**config.mk**
```make
export PLATFORM = sky130hd
export DESIGN_NAME = rx_pkt_fifo
export DESIGN_NICKNAME = d
export VERILOG_FILES = /design/src/rtl/rxf_pkg.sv /design/src/rtl/rxf_gate.sv /design/src/rtl/rxf_level.sv /design/src/rtl/rxf_store.sv /design/src/rtl/rx_pkt_fifo.sv
export SDC_FILE = /design/constraint.sdc
export NUM_CORES = 1
export LEC_CHECK = 0
export BUFFER_PORTS_ARGS = -buffer_cell sky130_fd_sc_hd__buf_4
export CAP_MARGIN = 0
export CORE_ASPECT_RATIO = 0.6
export CORE_MARGIN = 3
export CORE_UTILIZATION = 45
export CTS_CLUSTER_SIZE = 24
export DETAILED_ROUTE_END_ITERATION = 12
export PLACE_DENSITY_LB_ADDON = 0.08
export SLEW_MARGIN = 20
export SYNTH_ARGS = -nofsm -noshare
export SYNTH_HDL_FRONTEND = slang
export SYNTH_SLANG_ARGS = --single-unit
```
**constraint.sdc**
```tcl
create_clock -name clk -period 12.6 [get_ports clk]
set_input_delay 2.52 -clock clk [delete_from_list [all_inputs] [get_ports clk]]
set_output_delay 2.52 -clock clk [all_outputs]
set_load 0.03 [all_outputs]
```
**src/rtl/rxf_pkg.sv**
```systemverilog
package rxf_pkg;
    typedef enum logic {
        GATE_OPEN    = 1'b0,
        GATE_BLOCKED = 1'b1
    } gate_state_t;
endpackage

```
**src/rtl/rxf_gate.sv**
```systemverilog
module rxf_gate
    import rxf_pkg::*;
(
    input  logic clk,
    input  logic rst_n,
    input  logic wr_valid,
    input  logic full,
    input  logic flag_seen,
    output logic wr_accept,
    output logic ovfl_hit,
    output logic blocked
);
    gate_state_t state_q, state_d;

    always_comb begin
        state_d = state_q;
        unique case (state_q)
            GATE_OPEN:    if (wr_valid && full) state_d = GATE_BLOCKED;  // t_overrun
            GATE_BLOCKED: if (flag_seen)        state_d = GATE_OPEN;     // t_resync
        endcase
    end

    always_ff @(posedge clk) begin
        if (!rst_n) state_q <= GATE_OPEN;
        else        state_q <= state_d;
    end

    always_comb begin
        wr_accept = 1'b0;
        ovfl_hit  = 1'b0;
        blocked   = 1'b0;
        unique case (state_q)
            GATE_OPEN: begin
                wr_accept = wr_valid && !full;
                ovfl_hit  = wr_valid && full;
            end
            GATE_BLOCKED: blocked = 1'b1;
        endcase
    end
endmodule

```
**src/rtl/rxf_level.sv**
```systemverilog
module rxf_level #(
    parameter  int DEPTH = 128,
    localparam int AW    = $clog2(DEPTH),
    localparam int CW    = AW + 1
) (
    input  logic          clk,
    input  logic          rst_n,
    input  logic          wr_accept,
    input  logic          rd_req,
    input  logic [AW-1:0] thresh,
    output logic [CW-1:0] count,
    output logic          empty,
    output logic          full,
    output logic          rd_accept,
    output logic          full_hit
);
    logic [CW-1:0] count_d;
    logic [CW-1:0] thr_w;

    assign thr_w     = {1'b0, thresh};
    assign empty     = (count == '0);
    assign full      = (count == CW'(DEPTH));
    assign rd_accept = rd_req && !empty;

    always_comb begin
        unique case ({wr_accept, rd_accept})
            2'b10:   count_d = count + 1'b1;
            2'b01:   count_d = count - 1'b1;
            default: count_d = count;
        endcase
    end

    always_ff @(posedge clk) begin
        if (!rst_n) begin
            count    <= '0;
            full_hit <= 1'b0;
        end else begin
            count    <= count_d;
            full_hit <= (count <= thr_w) && (count_d > thr_w);
        end
    end
endmodule

```
**src/rtl/rxf_store.sv**
```systemverilog
module rxf_store #(
    parameter  int DEPTH = 128,
    parameter  int DW    = 8,
    localparam int AW    = $clog2(DEPTH)
) (
    input  logic          clk,
    input  logic          rst_n,
    input  logic          wr_en,
    input  logic [DW-1:0] wr_data,
    input  logic          wr_tag,
    input  logic          rd_en,
    input  logic          rd_empty,
    output logic [DW-1:0] rd_data,
    output logic          head_tag
);
    // DEPTH must be a power of two: pointers wrap by overflow.
    logic [DW:0]   mem [DEPTH];
    logic [AW-1:0] wptr, rptr;

    always_ff @(posedge clk) begin
        if (wr_en) mem[wptr] <= {wr_tag, wr_data};
    end

    always_ff @(posedge clk) begin
        if (!rst_n) begin
            wptr    <= '0;
            rptr    <= '0;
            rd_data <= '0;
        end else begin
            if (wr_en) wptr <= wptr + 1'b1;
            if (rd_en) begin
                rd_data <= mem[rptr][DW-1:0];
                rptr    <= rptr + 1'b1;
            end else if (rd_empty) begin
                rd_data <= '0;
            end
        end
    end

    assign head_tag = mem[rptr][DW];
endmodule

```
**src/rtl/rx_pkt_fifo.sv**
```systemverilog
module rx_pkt_fifo #(
    parameter  int DEPTH = 128,
    parameter  int DW    = 8,
    localparam int AW    = $clog2(DEPTH),
    localparam int CW    = AW + 1
) (
    input  logic          clk,
    input  logic          rst_n,
    input  logic          wr_valid,
    input  logic [DW-1:0] wr_data,
    input  logic          wr_eop,
    input  logic          flag_seen,
    input  logic [7:0]    crc_in,
    input  logic          rd_req,
    input  logic [AW-1:0] full_thresh,
    output logic [DW-1:0] rd_data,
    output logic          head_last,
    output logic          empty_rd,
    output logic          eop_det,
    output logic          full_hit,
    output logic          ovfl,
    output logic          wr_blocked,
    output logic [7:0]    crc_hi,
    output logic [CW-1:0] level
);
    logic wr_accept, ovfl_hit, full, empty, rd_accept, head_tag;

    rxf_gate u_gate (
        .clk       (clk),
        .rst_n     (rst_n),
        .wr_valid  (wr_valid),
        .full      (full),
        .flag_seen (flag_seen),
        .wr_accept (wr_accept),
        .ovfl_hit  (ovfl_hit),
        .blocked   (wr_blocked)
    );

    rxf_level #(.DEPTH(DEPTH)) u_level (
        .clk       (clk),
        .rst_n     (rst_n),
        .wr_accept (wr_accept),
        .rd_req    (rd_req),
        .thresh    (full_thresh),
        .count     (level),
        .empty     (empty),
        .full      (full),
        .rd_accept (rd_accept),
        .full_hit  (full_hit)
    );

    rxf_store #(.DEPTH(DEPTH), .DW(DW)) u_store (
        .clk      (clk),
        .rst_n    (rst_n),
        .wr_en    (wr_accept),
        .wr_data  (wr_data),
        .wr_tag   (wr_eop),
        .rd_en    (rd_accept),
        .rd_empty (rd_req && empty),
        .rd_data  (rd_data),
        .head_tag (head_tag)
    );

    assign head_last = !empty && head_tag;

    always_ff @(posedge clk) begin
        if (!rst_n) begin
            eop_det  <= 1'b0;
            empty_rd <= 1'b0;
            ovfl     <= 1'b0;
            crc_hi   <= '0;
        end else begin
            eop_det  <= wr_accept && wr_eop;
            empty_rd <= rd_req && empty;
            ovfl     <= ovfl_hit;
            if (wr_accept && wr_eop) crc_hi <= crc_in;
        end
    end
endmodule

```
==> results of run 1 <==
## cells by family after synthesis
| family | Yosys count |
|---|---|
| DFF | 1202 |
| and+or+nand+nor | 400 |
| muxes | 376 |
| AOI/OAI and AO/OA | 213 |
| buffers and inverters | 136 |
| xor gates and xnor gates | 22 |
| adders and majority gates | 19 |
## cells in the mapped netlist (13+ instances only)
master / n / share of area
mux4_2: 258 / 0.12
and2_1: 13 / 0.0017
buf_2: 52 / 0.0055
clkbuf_1: 41 / 0.0033
o21ai_0: 13 / 0.0014
a22oi_1: 65 / 0.010
edfxtp_1: 1152 / 0.74
nand3_1: 20 / 0.0021
ha_1: 19 / 0.0051
xor2_1: 17 / 0.0032
nand2_1: 89 / 0.0071
mux2i_1: 112 / 0.024
nor2b_1: 27 / 0.0036
nor2_1: 188 / 0.015
dfxtp_1: 50 / 0.021
a31oi_1: 13 / 0.0017
a221oi_1: 14 / 0.0026
o22ai_1: 25 / 0.0033
buf_4: 17 / 0.0027
a21oi_1: 38 / 0.0040
## power by group through the flow
| stage | Combinational [mW] | Clock (mW) | Sequential [mW] |
|---|---|---|---|
| floorplan | 1.30 | 0 | 4.57 |
| global placement | 1.87 | 0 | 4.61 |
| detailed placement | 1.88 | 0 | 4.62 |
| CTS | 1.88 | 3.45 | 4.53 |
| global route | 1.98 | 3.61 | 4.53 |
| finish | 1.87 | 3.39 | 4.53 |
## per-layer routing
metal  GRT usage  vias up  routed length (µm)  part of all wire
met5           0        -                   0                 0
met4      0.0481        0                2190             0.018
met3      0.0426      158                9430             0.077
met2       0.318      951               52900              0.43
met1       0.364    12749               58000              0.47
li1            -     9880                   -                 -
## final cells by class
| type | count | share of cell area |
|---|---|---|
| Antenna cell | 1 | 0.0000476 |
| Clock buffer | 128 | 0.0541 |
| Clock inverter | 73 | 0.0144 |
| Inverter | 12 | 0.000857 |
| Multi-Input combinational cell | 1030 | 0.205 |
| Sequential cell | 1202 | 0.678 |
| Tap cell | 1395 | 0.0332 |
| Timing Repair Buffer | 105 | 0.0152 |
## worst max path at each step
| stage | end | slack [ps] | depth (start not counted) |
|---|---|---|---|
| global route | head_last | 5300 | 9 |
| finish | head_last | 5490 | 10 |
| CTS | head_last | 5460 | 9 |
| detailed placement | head_last | 6270 | 9 |
| global placement | head_last | 6300 | 9 |
| floorplan | u_level.full_hit | 6930 | 17 |
## cell usage in the layout (no fill, tap or decap), types with 4 or more instances in the layout
| master | instances |
|---|---|
| xnor2_1 | 5 |
| a2111oi_0 | 4 |
| nor2b_1 | 25 |
| nor4_1 | 6 |
| mux4_2 | 258 |
| bufinv_16 | 15 |
| o221ai_1 | 10 |
| and3_1 | 9 |
| edfxtp_1 | 1152 |
| o22ai_1 | 25 |
| mux2i_1 | 112 |
| a221oi_1 | 14 |
| dfxtp_1 | 45 |
| a31oi_1 | 13 |
| nor3b_1 | 4 |
| xor2_1 | 17 |
| clkinv_1 | 18 |
| ha_1 | 19 |
| a22oi_1 | 65 |
| clkbuf_16 | 111 |
| a21oi_1 | 38 |
| nor2_2 | 11 |
| clkinv_2 | 27 |
| nor3_1 | 6 |
| a211oi_1 | 10 |
| nand3_1 | 20 |
| and2_1 | 13 |
| nand4_1 | 10 |
| mux2_2 | 6 |
| a22o_1 | 9 |
| or3_1 | 4 |
| nand2_1 | 89 |
| buf_4 | 104 |
| inv_1 | 10 |
| clkbuf_1 | 17 |
| o21ai_0 | 13 |
| clkinvlp_4 | 8 |
| nor2_1 | 177 |
| nand2b_1 | 12 |
## state kept, by name (all words and copies together) (netlist names), named ones only
| name | count |
|---|---|
| crc_hi | 8 |
| u_level.full_hit | 1 |
| u_level.count | 8 |
| empty_rd | 1 |
| u_store.rptr | 7 |
| u_store.wptr | 7 |
| u_store.rd_data | 8 |
| eop_det | 1 |
| u_gate.state_q | 1 |
| ovfl | 1 |
| u_store.mem | 1152 |
## worst reg2reg max path: cells and delay by family, from the launching register on
kind	cells	cell delay (ps)
xor+xnor	3	600
simple gates	5	1520
compound gates	6	930
flops	1	470
fa+ha+maj	3	1040
==> out/results.ini, run 1 <==
[synthesis]
synth_compound_area_frac=0.0315
synth_cells=2368
yosys.area_share.simple=0.0385
synth-main-ff-cell=edfxtp_1
synth_area_um2=47000
synth.area.mux_share=0.149
mappedNetlistNets=2416
synth_seq_cells=1202
async_reset_ff_frac=0
syn_area_per_cell_um2=19.8
yosys_warnings=0
synth_edf_count=1152
synthAdderAreaFrac=0.00506
synth_xor_area_frac=0.00410
synth_top_family_by_area=multiplexers
yosysSeqAreaShare=0.757
synth.distinct_cells=56

[clock_tree]
cts_root_buf=clkbuf_16
ctsResizeCount=0
h-tree-depth=3
worstSkewPairLatency_ps=710
clk_path_buf_depth=3
cts.sinks=1202
path_clk_slew_ps=70
cts_tree=yes
cts-hold-fix-buffers=0
cts_made_buffers=109
cts_setup_buffers=0

[sta]
fin_crit_ps=7110
setup_tns_ps=0
tightestPinTransition_ps=1100
worst_hold_slack_ps=460
max_slew_margin=0.266
setup_ws_ps=5490
setup_violations=0
period_share=0.564
fmax_mhz=141
slew_violations=0
finalHoldViolations=0
rsz0062_at_grt=no
skew_ps=28.7

[worst_hold_path]
hp-start=crc_hi[7]
hp-class=reg2reg
holdPathEnd=crc_hi[7]
hold-path-cell-count=2

[drt]
drt-pass1-iter-count=5
viasPerCell=6.02
first_iter_violations=3176
wl_per_cell_um=31.1
antenna_left=0
routed_wl_mm=123
vias=23738
drc=0

[critical_path]
reg2reg_depth=17
path_max_fanout=99
path_class=reg2out
crit_required_ps=10080
crit_chain=buf_12 -> buf_4 -> mux4_2 -> a22oi_1 -> a21oi_1 -> a211oi_1 -> a211oi_1 -> a21oi_1 -> nor2_1 -> buf_4
r2r_setup_slack_ps=7950
critPathBufInv=3
cp_top_family=buffers and inverters
crit_path_end_kind=primary output
cp.arrival_ps=4590
startpoint_type=flop
critical_path.max_stage_delay_ps=750
slowest_stage=buf_4
reg2reg_from=u_level.count[5]
reg2reg_to=u_level.full_hit

[global_routing]
grt_remaining_overflow=0
grtUsageTotal=0.226
grt_max_degree=100
grt_antenna_before_repair=2
grt_pass1_wl_mm=175
grt_pass1_vias=23458

[placement]
placed_cells=3744
gp_congestion=0.827
dp_slack_ps=6270
dpl.hpwl_mm=76.6
port_buffers=58
placed_area_um2=48900

[pwr]
peakVddDrop_mv=0.116
clkPwrFrac=0.347
power_leakage_nw=16.0
sw_frac_of_total=0.269
cellPowerDensity_nw_per_um2=186
power_mw=9.79
power.switching_mw=2.63
p_comb_frac=0.191
seqPwrFrac=0.463
p_int_mw=7.15

[floorplan]
die_height_um=256
fp.coreArea_um2=103000
die_w_um=423
dieArea_um2=108000
num_rows=91
start_util=0.456
ioPinCount=59

[final_layout]
syn2layout_area_growth_pct=11.8
fillers=8299
seq_area_um2=35600
final_core_util=0.509
multi_input_area_um2=10800
fin_cells=3946
nNetsFinal=2508
drive_gt1_frac=0.220
design_area_um2=52500

[job]
drv_cap=0

[outcome]
status=finished clean

Note: power is estimated with default switching activity, not from simulation.
==> run 2, diff against run 1 <==
--- a/config.mk
+++ b/config.mk
@@ -5,6 +5,7 @@
 export SDC_FILE = /design/constraint.sdc
 export NUM_CORES = 1
 export LEC_CHECK = 0
+export ABC_AREA = 1
 export BUFFER_PORTS_ARGS = -buffer_cell sky130_fd_sc_hd__buf_4
 export CAP_MARGIN = 0
 export CORE_ASPECT_RATIO = 0.6
==> constraint.sdc (replaced) <==
create_clock -name clk -period 5.75 [get_ports clk]
set_input_delay 1.15 -clock clk [delete_from_list [all_inputs] [get_ports clk]]
set_output_delay 1.15 -clock clk [all_outputs]
set_load 0.03 [all_outputs]
==> out/results.ini, run 2 <==
[final_layout]
final_common_cell=nand2_1
regMostFlops=u_store.mem
multi_input_area_um2=11900  ; +11%
fin_cells=5773  ; +46%
syn2layout_area_growth_pct=10.4
seq_area_um2=35600  ; about the same
mostFrequentLayoutCells=nand2_1, edfxtp_1, nand3_1
fillers=9526  ; +15%
final_core_util=0.504  ; -0.00541
largest_reg_flops=1152  ; unchanged
drive_gt1_frac=0.0778  ; -0.142
nNetsFinal=4304  ; +72%

[synthesis]
syn_area_per_cell_um2=11.7  ; -41%
synth_area_um2=49400  ; +5.1%
yosysSeqAreaShare=0.721  ; -0.0365
yosysTopAreaCellShare=0.701  ; -0.0354
synthTopCellsByCount=nand2_1, edfxtp_1, nand3_1, nor2_1, buf_2
synth_edf_count=1152  ; unchanged
synth-main-ff-cell=edfxtp_1
ys_top_cells_by_area=edfxtp_1, nand3_1, nand2_1
yosys_warnings=0  ; unchanged
yosys.cell_count.top_type=nand2_1
synth.distinct_cells=32  ; -43%
synth_seq_cells=1202  ; unchanged
synth.largest_area_cell=edfxtp_1
mappedNetlistNets=4275  ; +77%
async_reset_ff_frac=0  ; unchanged
synth_cells=4227  ; +79%

[critical_path]
reg2reg_from=u_level.count[3]
reg2reg_depth=25  ; +8
critical_path.max_stage_delay_ps=530  ; -220 ps
crit_required_ps=4600  ; -5480 ps
path_max_fanout=74  ; -25%
crit_chain=inv_8 -> buf_12 -> o21ai_1 -> o22ai_1 -> nand2_1 -> nand3_1 -> nand2_1 -> nand2_1 -> nand3_1 -> nand2_1 -> nor2_1 -> nor2_1 -> buf_4
cp.arrival_ps=3820  ; -770 ps
path_class=reg2out
startpoint_type=flop
slowest_stage=dfxtp_4
crit_path_end_kind=primary output
crit_top_cell=nand2_1

[floorplan]
dieArea_um2=114000  ; +5.0%
die_height_um=263  ; +2.4%
start_util=0.457  ; +0.00115
fp.coreArea_um2=108000  ; +4.8%
die_w_um=434  ; +2.5%
num_rows=93  ; +2.2%
ioPinCount=59  ; unchanged

[clock_tree]
ctsResizeCount=0  ; unchanged
path_clk_slew_ps=60  ; about the same
cts_setup_buffers=0  ; unchanged
cts_made_buffers=111  ; +1.8%
clk_path_buf_depth=3  ; unchanged
worstSkewPairLatency_ps=720  ; about the same
cts.sinks=1202  ; unchanged
cts-hold-fix-buffers=0  ; unchanged
h-tree-depth=3  ; unchanged
cts_root_buf=clkbuf_16
cts_tree=yes

[drt]
antenna_left=0  ; unchanged
routed_wl_mm=143  ; +16%
drc=0  ; unchanged
drt-pass1-iter-count=5  ; unchanged
first_iter_violations=4045  ; +27%
vias=32486  ; +37%
viasPerCell=5.63  ; -6.5%
wl_per_cell_um=24.7  ; -20%

[global_routing]
grt_antenna_before_repair=4  ; +2
grtUsageTotal=0.248  ; +0.0223
grt_max_degree=186  ; +86%
grt_pass1_wl_mm=209  ; +19%
grt_remaining_overflow=0  ; unchanged
grt_pass1_vias=30291  ; +29%

[sta]
worst_hold_slack_ps=459  ; -0.529 ps
fmax_mhz=201
skew_ps=27.3  ; -1.39 ps
setup_tns_ps=0  ; unchanged
max_slew_margin=0.234  ; -0.0321
finalHoldViolations=0  ; unchanged
fin_crit_ps=4970
setup_violations=0  ; unchanged
rsz0062_at_grt=no
tightestPinTransition_ps=1150  ; +49.4 ps
period_share=0.865
slew_violations=0  ; unchanged

[worst_hold_path]
hold-path-cell-count=2  ; unchanged
hp-start=crc_hi[3]
hp-class=reg2reg

[job]
drv_cap=0  ; unchanged

[pwr]
cellPowerDensity_nw_per_um2=443  ; +140%
peakVddDrop_mv=0.417  ; +260%
power_leakage_nw=19.1  ; +19%

[placement]
gp_congestion=0.931  ; +13%
placed_cells=5568  ; +49%
dpl.hpwl_mm=83.3  ; +8.8%
port_buffers=58  ; unchanged

[outcome]
status=finished clean

run 2: kinds of logic (layout without fill, tap and decap cells):
| logic type | after synthesis | in the layout | share of synthesized area |
|---|---|---|---|
| adder cells (fa/ha/maj) | 19 | 19 | 0.00482 |
| buffers and inverters | 318 | 438 | 0.0375 |
| AO/OA/AOI/OAI | 168 | 168 | 0.0184 |
| flip-flops | 1202 | 1202 | 0.721 |
| other | 0 | 1 | 0 |
| XOR/XNOR | 4 | 4 | 0.000710 |
| AND/OR/NAND/NOR | 2516 | 2516 | 0.218 |
run 2: final cells by class:
| cell class | instances | share of cell area |
|---|---|---|
| Clock inverter | 49 | 0.00615 |
| Antenna cell | 1 | 0.0000459 |
| Sequential cell | 1202 | 0.654 |
| Multi-Input combinational cell | 2707 | 0.219 |
| Timing Repair Buffer | 180 | 0.0278 |
| Inverter | 54 | 0.00443 |
| Clock buffer | 155 | 0.0561 |
| Tap cell | 1425 | 0.0327 |
run 2: worst max-delay path: cells and delay by family (launching register included):
family / cells / cell delay [ps]
and+or+nand+nor: 8 / 990
AOI/OAI and AO/OA: 2 / 320
buffers and inverters: 3 / 1070
DFF: 1 / 530
run 2: power by group:
| group | leakage (nW) | internal [mW] | switching, mW |
|---|---|---|---|
| Combinational | 6.66 | 1.91 | 5.25 |
| Sequential | 10.8 | 9.69 | 0.175 |
| Clock | 1.67 | 3.87 | 3.24 |
run 2: per-stage QoR:
step	setup slack [ps]	total power, mW	area [µm²]
4_1_cts	647	24.2	54500
3_5_place_dp	1240	17.2	51100
2_1_floorplan	2010	14.8	49400
3_3_place_gp	1220	17.2	51100
5_1_grt	554	25.3	54500
6_report	777	24.1	54500
run 2: path summary, 6_finish.rpt:
check / slack (ps) / end
max reg2reg: 1410 / u_level.full_hit
min: 460 / crc_hi[3]
min reg2reg: 460 / crc_hi[3]
max: 780 / head_last
run 2: routing by layer:
metal	global-route usage	up-vias	wire length [µm]
met5	0.00883	-	151
met4	0.0565	4	3060
met3	0.0645	171	13200
met2	0.335	1314	58500
met1	0.395	15978	67800
li1	-	15019	-
